===== config.mk =====
export PLATFORM = sky130hd
export DESIGN_NAME = evt_frame_ser
export DESIGN_NICKNAME = d
export VERILOG_FILES = /design/src/rtl/evt_frame_pkg.sv /design/src/rtl/frame_pack.sv /design/src/rtl/frame_seq.sv /design/src/rtl/frame_shift.sv /design/src/rtl/evt_frame_ser.sv
export SDC_FILE = /design/constraint.sdc
export NUM_CORES = 1
export LEC_CHECK = 0
export ABC_AREA = 0
export BUFFER_PORTS_ARGS = -buffer_cell sky130_fd_sc_hd__buf_2
export CORE_AREA = 8 8 103 128
export CTS_CLUSTER_DIAMETER = 80
export DETAILED_ROUTE_END_ITERATION = 10
export DIE_AREA = 0 0 111 136
export PLACE_DENSITY_LB_ADDON = 0.1
export SETUP_SLACK_MARGIN = 0.15
export SLEW_MARGIN = 20
export SYNTH_ARGS = -nofsm -noshare
export SYNTH_HDL_FRONTEND = slang
export SYNTH_SLANG_ARGS = --single-unit

===== constraint.sdc =====
create_clock -name clk_i -period 2.5 [get_ports clk_i]
set_input_delay 0.125 -clock clk_i [delete_from_list [all_inputs] [get_ports clk_i]]
set_output_delay 0.125 -clock clk_i [all_outputs]
set_load 0.03 [all_outputs]

===== src/rtl/evt_frame_pkg.sv =====
package evt_frame_pkg;
  localparam int START_BITS = 2;
  localparam int ERR_BITS   = 2;

  function automatic int frame_len(input int n_ch, input int addr_w);
    return START_BITS + ERR_BITS + addr_w + n_ch;
  endfunction
endpackage


===== src/rtl/frame_pack.sv =====
module frame_pack #(
  parameter int N_CH    = 128,
  parameter int ADDR_W  = 8,
  parameter int FRAME_W = 140
) (
  input  logic              lat_err_i,
  input  logic              full_err_i,
  input  logic [ADDR_W-1:0] addr_i,
  input  logic [N_CH-1:0]   hits_i,
  output logic [FRAME_W-1:0] frame_o
);
  assign frame_o[FRAME_W-1]       = 1'b1;
  assign frame_o[FRAME_W-2]       = 1'b1;
  assign frame_o[FRAME_W-3]       = lat_err_i;
  assign frame_o[FRAME_W-4]       = full_err_i;
  assign frame_o[N_CH +: ADDR_W]  = addr_i;

  // channel 0 sits just below the address so it leaves first
  for (genvar g = 0; g < N_CH; g++) begin : g_rev
    assign frame_o[N_CH-1-g] = hits_i[g];
  end
endmodule


===== src/rtl/frame_seq.sv =====
module frame_seq #(
  parameter int FRAME_W = 140
) (
  input  logic clk_i,
  input  logic rst_ni,
  input  logic avail_i,
  output logic load_o,
  output logic busy_o
);
  localparam int CNT_W = $clog2(FRAME_W);
  localparam logic [CNT_W-1:0] CNT_TOP = CNT_W'(FRAME_W - 1);

  logic [CNT_W-1:0] cnt_q;
  logic             last_bit;

  assign last_bit = busy_o && (cnt_q == '0);
  assign load_o   = avail_i && (!busy_o || last_bit);

  always_ff @(posedge clk_i or negedge rst_ni) begin
    if (!rst_ni) begin
      busy_o <= 1'b0;
      cnt_q  <= '0;
    end else if (load_o) begin
      busy_o <= 1'b1;
      cnt_q  <= CNT_TOP;
    end else if (busy_o) begin
      if (cnt_q == '0) busy_o <= 1'b0;
      else             cnt_q  <= cnt_q - CNT_W'(1);
    end
  end

  assert_cnt_step_R7: assert property (@(posedge clk_i) disable iff (!rst_ni)
    busy_o && (cnt_q != '0) |=> busy_o && (cnt_q == $past(cnt_q) - CNT_W'(1)));

  assert_no_start_idle_R2: assert property (@(posedge clk_i) disable iff (!rst_ni)
    !busy_o && !avail_i |=> !busy_o);
endmodule


===== src/rtl/frame_shift.sv =====
module frame_shift #(
  parameter int FRAME_W = 140
) (
  input  logic               clk_i,
  input  logic               rst_ni,
  input  logic               load_i,
  input  logic [FRAME_W-1:0] frame_i,
  output logic               ser_o
);
  logic [FRAME_W-1:0] sh_q;

  // zero fill: after the last bit the register is all zeros
  always_ff @(posedge clk_i or negedge rst_ni) begin
    if (!rst_ni)     sh_q <= '0;
    else if (load_i) sh_q <= frame_i;
    else             sh_q <= {sh_q[FRAME_W-2:0], 1'b0};
  end

  assign ser_o = sh_q[FRAME_W-1];
endmodule


===== src/rtl/evt_frame_ser.sv =====
module evt_frame_ser #(
  parameter int N_CH   = 128,
  parameter int ADDR_W = 8
) (
  input  logic              clk_i,
  input  logic              rst_ni,
  input  logic              evt_avail_i,
  input  logic [ADDR_W-1:0] evt_addr_i,
  input  logic [N_CH-1:0]   evt_hits_i,
  input  logic              lat_err_i,
  input  logic              full_err_i,
  output logic              ser_o,
  output logic              busy_o,
  output logic              pop_o
);
  localparam int FRAME_W = evt_frame_pkg::frame_len(N_CH, ADDR_W);

  logic [FRAME_W-1:0] frame;
  logic               load;

  frame_pack #(.N_CH(N_CH), .ADDR_W(ADDR_W), .FRAME_W(FRAME_W)) u_pack (
    .lat_err_i (lat_err_i),
    .full_err_i(full_err_i),
    .addr_i    (evt_addr_i),
    .hits_i    (evt_hits_i),
    .frame_o   (frame)
  );

  frame_seq #(.FRAME_W(FRAME_W)) u_seq (
    .clk_i  (clk_i),
    .rst_ni (rst_ni),
    .avail_i(evt_avail_i),
    .load_o (load),
    .busy_o (busy_o)
  );

  frame_shift #(.FRAME_W(FRAME_W)) u_shift (
    .clk_i  (clk_i),
    .rst_ni (rst_ni),
    .load_i (load),
    .frame_i(frame),
    .ser_o  (ser_o)
  );

  assign pop_o = load;

  assert_first_start_R3: assert property (@(posedge clk_i) disable iff (!rst_ni)
    pop_o |=> busy_o && ser_o);

  assert_second_start_R3: assert property (@(posedge clk_i) disable iff (!rst_ni)
    $past(pop_o, 2) |-> busy_o && ser_o);

  assert_idle_zero_R10: assert property (@(posedge clk_i) disable iff (!rst_ni)
    !busy_o |-> !ser_o);

  assert_pop_single_R8: assert property (@(posedge clk_i) disable iff (!rst_ni)
    pop_o |=> !pop_o);

  assert_busy_from_pop_R8: assert property (@(posedge clk_i) disable iff (!rst_ni)
    $rose(busy_o) |-> $past(pop_o));
endmodule


==> results of run 1 <==
## stage by stage
step,instances,hold slack (ns),util
2_1_floorplan,357,-0.171,-
3_5_place_dp,632,0.204,0.593
3_3_place_gp,632,0.200,0.593
## kinds of logic after synthesis
logic type,Yosys count
compound gates,14
simple gates,29
mux,139
buf+inv,24
fa+ha+maj,2
flops,149
==> run_results.csv, run 1 <==
group,metric,value,unit
placement,detailedPlace.worstSlack,0.412,ns
floorplanning,fp.dieW,111,µm
clock_tree,cts-buffers-inserted,17,
logic_synthesis,synth_edf_count,0,
logic_synthesis,synth_xor_area_frac,0,
clock_tree,h-tree-depth,4,
floorplanning,die_h,136,µm
placement,dpl-instance-area,6690,µm²
logic_synthesis,synth.net_count,500,
logic_synthesis,syn_inst,357,
logic_synthesis,yosysSeqAreaShare,0.645,
run_status,lastStage,"4_1_cts",
logic_synthesis,synth_compound_gate_area_share,0.0171,
logic_synthesis,syn-cell-area,5780,µm²
floorplanning,pin_count,144,
placement,portBuffers,143,
logic_synthesis,postSynthAreaPerCell,16.2,µm²
clock_tree,post_cts_buffers,0,
clock_tree,cts_hold_buf,133,
clock_tree,cts_repair_resize_count,0,
logic_synthesis,yosysTopAreaCell,"dfrtp_1",
logic_synthesis,ys.flop_type,"dfrtp_1",
placement,dp.final_hpwl,7980,µm
logic_synthesis,async_reset_ff_frac,1.00,
placement,place.gp.congestion,0.784,
floorplanning,start_util,0.512,
logic_synthesis,ys_ff_latch,149,
logic_synthesis,ys_warn_count,0,
run_status,status,"stopped before the end",
clock_tree,cts-root-buf,"clkbuf_16",
logic_synthesis,synth_fa_ha_area_frac,0.00433,
run_status,firstError,"[ERROR RSZ-0060] Max buffer count reached.",
clock_tree,cts.sinks,149,
logic_synthesis,synth_common_cells,"149 x dfrtp_1, 75 x mux2_1, 62 x mux2_2",
logic_synthesis,synth_top_family_by_area,"multiplexers",
clock_tree,clock_path_buffers,2,
logic_synthesis,synth.distinct_cells,35,
logic_synthesis,yosysMostFrequentCell,"dfrtp_1",
logic_synthesis,yosys-mux-area-fraction,0.270,
logic_synthesis,yosys-top-cells-area,"dfrtp_1 65%, mux2_1 15%, mux2_2 12%",
logic_synthesis,yosysTopAreaCellShare,0.645,
logic_synthesis,synth-simple-area-share,0.0344,
floorplanning,rows,44,
==> run 2, diff against run 1 <==
CORE_AREA = 8 8 130 132   (was 8 8 103 128)
CTS_CLUSTER_DIAMETER = not set   (was 80)
DIE_AREA = 0 0 138 140   (was 0 0 111 136)
PLACE_DENSITY_LB_ADDON = 0.15   (was 0.1)
SETUP_SLACK_MARGIN = not set   (was 0.15)
==> run 2 against run 1 <==
The run now ends clean. Synthesized cell count unchanged. Synthesized area unchanged.
==> run_results.csv, run 2 <==
group,metric,value,unit
placement,place.gp.congestion,0.777,
floorplanning,start_util,0.389,
sta,finalSetupViolCount,0,
final_layout,nets,789,
grt,grt_busiest_layer,"met2",
setup_path,required,2.38,ns
sta,skew,0.00766,ns
sta,setup_slack,0.241,ns
logic_synthesis,synth.distinct_cells,35,
logic_synthesis,postSynthAreaPerCell,16.2,µm²
final_layout,layout_commonest_cell,"dfrtp_1",
flow_run,drv_cap,0,
detailed_routing,via_count,3822,
sta,maxSlewHeadroom,0.508,
grt,grt_use_total,0.138,
sta,rsz0062_at_grt,"no",
detailed_routing,postRouteAntennaNets,0,
grt,grtUsageMet2,0.213,
setup_path,crit_fanout,60,
detailed_routing,drt_iter0_drc,127,
logic_synthesis,yosysMostFrequentCell,"dfrtp_1",
clock_tree,clock_path_buffers,2,
sta,hold_viol,0,
final_layout,largest_register_ffs,140,
logic_synthesis,yosysTopAreaCell,"dfrtp_1",
logic_synthesis,synth_edf_count,0,
final_layout,layout_common_cells,"149 x dfrtp_1, 142 x buf_2, 140 x dlygate4sd3_1, 75 x mux2_1, 62 x mux2_2",
grt,grt_pass1_vias,4375,
sta,worstMarginPinSlew,0.737,ns
floorplanning,pin_count,144,
clock_tree,post_cts_buffers,0,
logic_synthesis,syn-cell-area,5780,µm²
clock_tree,insertion_delay,0.41,ns
logic_synthesis,ys.flop_type,"dfrtp_1",
logic_synthesis,yosysSeqAreaShare,0.645,
final_layout,fin_util,0.587,
grt,antenna_found_initial,0,
power,power_density,650,nW/µm²
logic_synthesis,ys_ff_latch,149,
detailed_routing,drt_wl_total,12800,µm
logic_synthesis,synth_common_cells,"149 x dfrtp_1, 75 x mux2_1, 62 x mux2_2",
power,p_leak,4.38,nW
placement,portBuffers,143,
final_layout,num_antenna_cells,0,
sta,tns,0,ns
sta,period_minus_slack,2.26,ns
placement,detailedPlace.worstSlack,0.485,ns
run_status,status,"finished clean",
floorplanning,fp.dieW,138,µm
detailed_routing,drtPass1Iterations,4,
detailed_routing,wire_per_inst,15.2,µm
placement,dp.final_hpwl,7520,µm
clock_tree,cts-root-buf,"clkbuf_16",
final_layout,drive_gt1_frac,0.368,
worst_hold_path,hold_class,"in2async",
placement,dp_cells,675,
sta,report.final.slew_viol_count,0,
logic_synthesis,synth.net_count,500,
final_layout,nFillCells,1151,
logic_synthesis,yosysTopAreaCellShare,0.645,
clock_tree,cts_tree,"done",
floorplanning,core-area,14900,µm²
logic_synthesis,async_reset_ff_frac,1.00,
setup_path,crit_arrival,2.13,ns
clock_tree,clkTransAtPathRegs,0.06,ns
floorplanning,rows,45,
floorplanning,die-area,19300,µm²
logic_synthesis,ys_warn_count,0,
logic_synthesis,syn_inst,357,
grt,grt_max_degree,83,
setup_path,path_class,"reg2out",
grt,grt_pass1_wl,21600,µm
clock_tree,cts-buffers-inserted,17,
floorplanning,die_h,140,µm
clock_tree,h-tree-depth,4,
logic_synthesis,yosys-top-cells-area,"dfrtp_1 65%, mux2_1 15%, mux2_2 12%",
grt,overflow,0,
sta,fmax,443,MHz
final_layout,top_regs,"u_shift.sh_q x140, u_seq.cnt_q x8, u_seq.busy_o x1",
setup_path,startpoint_type,"register",
grt,met1_usage,0.171,
final_layout,regMostFlops,"u_shift.sh_q",
grt,globalRouteMet3Util,0.0544,
clock_tree,cts.sinks,149,
power,vdd_drop_max,0.608,mV
setup_path,critPathCaptureType,"output port",
sta,timing.final.crit_share,0.903,
final_layout,areaGrowthSynthToFinish,51.0,%
detailed_routing,vias_per_cell,4.52,
detailed_routing,drcViolationCount,0,
final_layout,final_cells,846,
-- run 2: cell type report --
cell class	instances	area (µm²)	share of cell area
inverters	7	26.3	0.00301
repair buffers	287	2190	0.251
well taps	188	235	0.0270
flip-flops and latches	149	3730	0.427
clock buffers	25	515	0.0591
clock inverters	6	138	0.0158
multi-input cells	184	1890	0.217
-- run 2: what timing repair did --
| action | CTS | global route |
|---|---|---|
| hold buffers | 140 | 0 |
| hold endpoints to repair | 218 | 0 |
| endpoints found under the setup margin | 0 | 0 |
| gates resized for setup | 0 | 0 |
-- run 2: where the power goes --
| group | switching, mW | internal [mW] |
|---|---|---|
| clock network | 0.934 | 1.83 |
| registers | 0.0188 | 2.49 |
| logic | 0.133 | 0.265 |
| total | 1.09 | 4.58 |
-- run 2: logic make-up after synthesis --
kind of cell,count (synthesis),synth area share
AO/OA/AOI/OAI,14,0.0171
adder cells (fa/ha/maj),2,0.00433
buffers and inverters,24,0.0288
flip-flops,149,0.645
multiplexers,139,0.270
AND/OR/NAND/NOR,29,0.0344
-- run 2: path summary, 6_finish.rpt --
kind                              startpoint  cells past startpoint           endpoint  slack, ns
min in group clk_i         u_shift.sh_q[137]                      1  u_shift.sh_q[138]       0.43
min reg2reg                u_shift.sh_q[137]                      1  u_shift.sh_q[138]       0.43
min                                   rst_ni                      2  u_shift.sh_q[104]       0.32
max reg2reg                   u_seq.cnt_q[0]                      6  u_shift.sh_q[133]       0.48
max                           u_seq.cnt_q[0]                      7              pop_o       0.24
max in group asynchronous             rst_ni                      3   u_shift.sh_q[26]       1.41
-- run 2: metal layers --
metal | wire length (µm) | part of all wire | vias up
li1 | - | - | 1834
met1 | 5850 | 0.46 | 1865
met2 | 6020 | 0.47 | 112
met3 | 787 | 0.061 | 11
met4 | 164 | 0.013 | 0
met5 | 0 | 0 | -
-- run 2: worst max-delay path: stages (launching register included) --
cell	delay, ns
dfrtp_1	0.42
inv_1	0.08
ha_1	0.22
nor4b_4	0.15
a21oi_4	0.20
buf_12	0.30
inv_1	0.12
buf_2	0.20
-- run 2: metrics by stage --
step / total power [mW] / hold slack, ns / instance area, µm²
final: 5.67 / 0.320 / 8730
after global routing: 5.90 / 0.361 / 8730
after CTS: 5.75 / 0.340 / 8730
after detailed placement: 2.77 / 0.225 / 6670
after global placement: 2.77 / 0.207 / 6670
after floorplan: 2.60 / -0.171 / 5780
Power figures use the tool's default switching activity.
